[src/rtl/serial_negator_pkg.sv]
package serial_negator_pkg;

   typedef enum logic [1:0] {
      ST_IDLE   = 2'd0,
      ST_COPY   = 2'd1,
      ST_INVERT = 2'd2,
      ST_FIN    = 2'd3
   } neg_state_e;

endpackage

[src/rtl/neg_shreg.sv]
module neg_shreg #(
   parameter int DATA_W = 8
) (
   input  logic              clk,
   input  logic              arst,
   input  logic              load,
   input  logic              shift,
   input  logic [DATA_W-1:0] load_val,
   input  logic              ins_bit,
   output logic [DATA_W-1:0] q
);

   for (genvar b = 0; b < DATA_W; b++) begin : g_stage
      logic nxt;
      if (b == DATA_W - 1) begin : g_top
         assign nxt = ins_bit;
      end else begin : g_mid
         assign nxt = q[b+1];
      end
      always_ff @(posedge clk or posedge arst) begin
         if (arst)       q[b] <= 1'b0;
         else if (load)  q[b] <= load_val[b];
         else if (shift) q[b] <= nxt;
      end
   end

endmodule

[src/rtl/neg_stepcnt.sv]
module neg_stepcnt #(
   parameter int STEPS = 8,
   localparam int CW   = (STEPS > 1) ? $clog2(STEPS) : 1
) (
   input  logic          clk,
   input  logic          arst,
   input  logic          clr,
   input  logic          inc,
   output logic [CW-1:0] cnt,
   output logic          last
);

   localparam logic [CW-1:0] LAST_VAL = CW'(STEPS - 1);

   assign last = (cnt == LAST_VAL);

   always_ff @(posedge clk or posedge arst) begin
      if (arst)      cnt <= '0;
      else if (clr)  cnt <= '0;
      else if (inc)  cnt <= last ? '0 : cnt + 1'b1;
   end

endmodule

[src/rtl/neg_ctrl.sv]
module neg_ctrl
   import serial_negator_pkg::*;
(
   input  logic clk,
   input  logic arst,
   input  logic start,
   input  logic lsb,
   input  logic last,
   output logic load,
   output logic shift,
   output logic inv_mode,
   output logic finish
);

   neg_state_e state, state_n;

   // Moore controls: decoded from state only
   assign shift    = (state == ST_COPY) || (state == ST_INVERT);
   assign inv_mode = (state == ST_INVERT);
   assign load     = start && ((state == ST_IDLE) || (state == ST_FIN));
   assign finish   = shift && last;

   always_comb begin
      state_n = state;
      unique case (state)
         ST_IDLE, ST_FIN: if (start) state_n = ST_COPY;
         ST_COPY: begin
            if (last)     state_n = ST_FIN;
            else if (lsb) state_n = ST_INVERT;
         end
         ST_INVERT: if (last) state_n = ST_FIN;
         default: state_n = ST_IDLE;
      endcase
   end

   always_ff @(posedge clk or posedge arst) begin
      if (arst) state <= ST_IDLE;
      else      state <= state_n;
   end

endmodule

[src/rtl/serial_negator.sv]
module serial_negator #(
   parameter int DATA_W = 8,
   localparam int CW    = (DATA_W > 1) ? $clog2(DATA_W) : 1
) (
   input  logic              clk,
   input  logic              arst,
   input  logic [DATA_W-1:0] operand,
   input  logic              start,
   output logic [DATA_W-1:0] value_q,
   output logic [CW-1:0]     step_q,
   output logic              ready_o
);

   if (DATA_W < 2) begin : g_chk_w
      $error("serial_negator: DATA_W must be at least 2");
   end

   logic load, shift, inv_mode, finish, last, ins_bit;

   neg_ctrl u_ctrl (
      .clk      (clk),
      .arst     (arst),
      .start    (start),
      .lsb      (value_q[0]),
      .last     (last),
      .load     (load),
      .shift    (shift),
      .inv_mode (inv_mode),
      .finish   (finish)
   );

   assign ins_bit = value_q[0] ^ inv_mode;

   neg_shreg #(.DATA_W(DATA_W)) u_shreg (
      .clk      (clk),
      .arst     (arst),
      .load     (load),
      .shift    (shift),
      .load_val (operand),
      .ins_bit  (ins_bit),
      .q        (value_q)
   );

   neg_stepcnt #(.STEPS(DATA_W)) u_cnt (
      .clk  (clk),
      .arst (arst),
      .clr  (load),
      .inc  (shift),
      .cnt  (step_q),
      .last (last)
   );

   always_ff @(posedge clk or posedge arst) begin
      if (arst)        ready_o <= 1'b0;
      else if (load)   ready_o <= 1'b0;
      else if (finish) ready_o <= 1'b1;
   end

endmodule

[config.mk]
export PLATFORM = sky130hd
export DESIGN_NAME = serial_negator
export DESIGN_NICKNAME = d
export VERILOG_FILES = /design/src/rtl/serial_negator_pkg.sv /design/src/rtl/neg_shreg.sv /design/src/rtl/neg_stepcnt.sv /design/src/rtl/neg_ctrl.sv /design/src/rtl/serial_negator.sv
export SDC_FILE = /design/constraint.sdc
export NUM_CORES = 1
export LEC_CHECK = 0
export BUFFER_PORTS_ARGS = -buffer_cell sky130_fd_sc_hd__buf_2
export CORE_UTILIZATION = 50
export DETAILED_ROUTE_END_ITERATION = 6
export GPL_ROUTABILITY_DRIVEN = 0
export PLACE_DENSITY = 0.77
export RECOVER_POWER = 100
export SLEW_MARGIN = 5
export SYNTH_ARGS = -nofsm -noshare
export SYNTH_HDL_FRONTEND = slang
export SYNTH_SLANG_ARGS = --single-unit
[constraint.sdc]
create_clock -name clk -period 1.7 [get_ports clk]
set_input_delay 0.255 -clock clk [delete_from_list [all_inputs] [get_ports clk]]
set_output_delay 0.255 -clock clk [all_outputs]
set_load 0.005 [all_outputs]
==> flow_summary_export.csv <==
group,metric,value,unit
critical_path,reg2reg_to,"u_ctrl.state[1]",
outcome,failed_checks,"negative hold slack",
sta,period_share,88.92,%
grt,grt_pass1_vias,546,
sta,grt_setup_unrepaired,"false",
cts,cts_tree,"built",
power_and_ir_drop,power_frac_seq,35.9,%
grt,grt_pass1_wl,2.339,mm
sta,slew_headroom,65.42,%
layout,fillers,131,
yosys,avgSynthCellArea,10.23,um^2
die,dieArea,1802,um^2
layout,n_antenna_cell,0,
grt,grt_overflow,0,
cts,cts_buffers,3,
sta,slew_violations,0,
yosys,ys_warn_count,0,
die,die_x,42.46,um
cts,cts_root_buf,"clkbuf_4",
cts,clock-sinks,14,
die,fp-row-count,14,
power_and_ir_drop,power.leakage,0.4630,nW
die,die_h,42.46,um
critical_path,r2r_slack,0.19,ns
die,start_util,53.69,%
detailed_routing,dr.pass1.iters,4,
die,core_area,1524,um^2
grt,antenna_found_initial,0,
critical_path,path_class,"flop to flop",
detailed_routing,route.antenna.remaining_nets,0,
yosys,ys_seq_elements,14,
layout,final_area,893.4,um^2
critical_path,cpPeakStageDelay,0.47,ns
detailed_routing,drt-initial-drc-count,5,
cts,cts_max_path_buffers,2,
yosys,synthCells,80,
power_and_ir_drop,irDropWorstVdd,1045,uV
power_and_ir_drop,switchingPower,0.0007170,W
cts,clk_pin_slew,0.08,ns
critical_path,reg2reg_from,"u_ctrl.state[0]",
layout,drive_gt1_share,30.21,%
detailed_routing,routed_wirelength,1.370,mm
die,ios,23,
critical_path,cp-start-kind,"flop",
yosys,synth.cell_area,818.3,um^2
grt,grt_max_degree,15,
detailed_routing,vias,575,
cts,postCtsHoldBufs,0,
detailed_routing,via_per_inst,5.134,
hold_path,hold_class,"primary input to asynchronous set/reset pin",
layout,area_growth,9.174,%
cts,clk_latency,0.28,ns
outcome,status,"finished with violations",
critical_path,crit_required,1.84,ns
power_and_ir_drop,p_clk_share,13.6,%
sta,setup_viol_count_final,0,
layout,final_cells,112,
place,dpl.hpwl,1.090,mm
sta,final.setup.tns,0,ns
yosys,seq_area_frac_synth,42.81,%
place,portBuffers,22,
sta,skew,0.003016,ns
sta,tightest_slew,0.5181,ns
sta,hold-worst-slack,-0.007286,ns
sta,hold_violations,14,
detailed_routing,avgRoutedWirePerCell,12.23,um
power_and_ir_drop,combPwrFrac,50.6,%
critical_path,slowest_stage,"ha_1",
cts,cts_setup_buffers,0,
yosys,syn_nets,95,
layout,final_util,58.62,%
critical_path,rr_worst_depth,4,
detailed_routing,remaining_drc_errors,0,
power_and_ir_drop,swShare,41.19,%
sta,fmax,661.5,MHz
power_and_ir_drop,p_int,0.001024,W
grt,grt_use_total,17.69,%
job,max_cap_viol_count,0,
cts,cts_max_level,1,
critical_path,cp_top_family,"adder cells",
layout,fin_nets,112,
place,place_area,862.1,um^2
critical_path,worstPathMaxFanout,10,
critical_path,critPathArrivalTime,1.65,ns
critical_path,path_buf_inv,2,
place,dp.cells,108,
sta,min_period,1.512,ns
power_and_ir_drop,p_per_area,1948,nW/um^2
cts,cts_resized,0,
critical_path,end_kind,"flop",
yosys,synthDistinctLibCells,23,
critical_path,crit_chain,"inv_1 -> ha_1 -> clkbuf_2 -> o221ai_1",
per-stage QoR:
step                      worst slack (ns)  total power [W]
after CTS                           0.2288         0.001795
final                               0.1883         0.001741
after global placement              0.2901         0.001515
after global routing               0.05786         0.001923
after detailed placement            0.2341         0.001551
after floorplan                     0.3050         0.001372
worst max-delay path by stage:
stage                 endpoint  cells past startpoint  slack (ns)       startpoint
4_1_cts        u_ctrl.state[0]                      5        0.23  u_ctrl.state[0]
3_3_place_gp   u_ctrl.state[0]                      5        0.29  u_ctrl.state[0]
5_1_grt        u_ctrl.state[1]                      4        0.06  u_ctrl.state[0]
3_5_place_dp   u_ctrl.state[0]                      5        0.23  u_ctrl.state[0]
6_report       u_ctrl.state[1]                      4        0.19  u_ctrl.state[0]
2_1_floorplan  u_ctrl.state[0]                      5        0.30     u_cnt.cnt[0]
layer usage:
metal  vias up  GRT usage (%)  part of all wire, %
met5         -              0                    0
met4         0          13.75                  2.7
met3         4          3.879                  3.5
met2        13          25.54                   48
met1       261          22.71                   46
li1        297              -                    -
power groups by stage:
| stage | clock network [W] | registers, W | logic (W) |
|---|---|---|---|
| 5_1_grt | 0.000253 | 0.000650 | 0.00102 |
| 3_3_place_gp | 0 | 0.000622 | 0.000892 |
| 3_5_place_dp | 0 | 0.000634 | 0.000916 |
| 4_1_cts | 0.000246 | 0.000626 | 0.000923 |
| 2_1_floorplan | 0 | 0.000607 | 0.000765 |
| 6_report | 0.000236 | 0.000624 | 0.000880 |
synth_stat cells (all sizes together):
master / n / area share (%)
nand2b: 4 / 4.0
o31ai: 1 / 0.92
dfrtp: 14 / 43
nand2: 1 / 0.46
mux2i: 8 / 9.8
o21ai: 3 / 1.8
xor2: 1 / 1.1
o221ai: 1 / 1.1
nor2: 7 / 3.2
ha: 4 / 6.1
inv: 7 / 3.2
nor3: 1 / 0.61
buf: 12 / 12
a21oi: 10 / 6.6
a211oi: 2 / 2.4
nand3b: 3 / 2.8
and2: 1 / 0.77
placed cells by master, fill, tap and decap left out, drive strengths merged:
cell type and n:
o21ai 3, nand2 1, nand3b 3, nor3 1
nor2 7, and2 1, mux2i 8, ha 4
inv 7, xor2 1, clkbuf 7, o221ai 1
buf 21, a21oi 10, o31ai 1, a211oi 2
dfrtp 14, nand2b 4
flip-flops by register name, indices dropped and copies added (netlist names):
| name | flops |
|---|---|
| ready_o | 1 |
| u_shreg.g_stage.nxt | 7 |
| u_cnt.cnt | 3 |
| u_ctrl.state | 2 |
| u_shreg.q | 1 |
cell families after synthesis:
family / share of synthesized area, %
buf+inv: 15.60
compound gates: 12.84
simple gates: 11.77
flops: 42.81
mux: 9.786
fa+ha+maj: 6.116
xor+xnor: 1.071
final cells by class:
type	count	area, um^2	area share [%]
Sequential cell	14	350.3	39.22
Timing Repair Buffer	24	120.1	13.45
Multi-Input combinational cell	47	340.3	38.10
Clock buffer	4	36.28	4.062
Tap cell	16	20.02	2.241
Inverter	7	26.28	2.941
No activity file was read; power rests on OpenSTA's default activity.
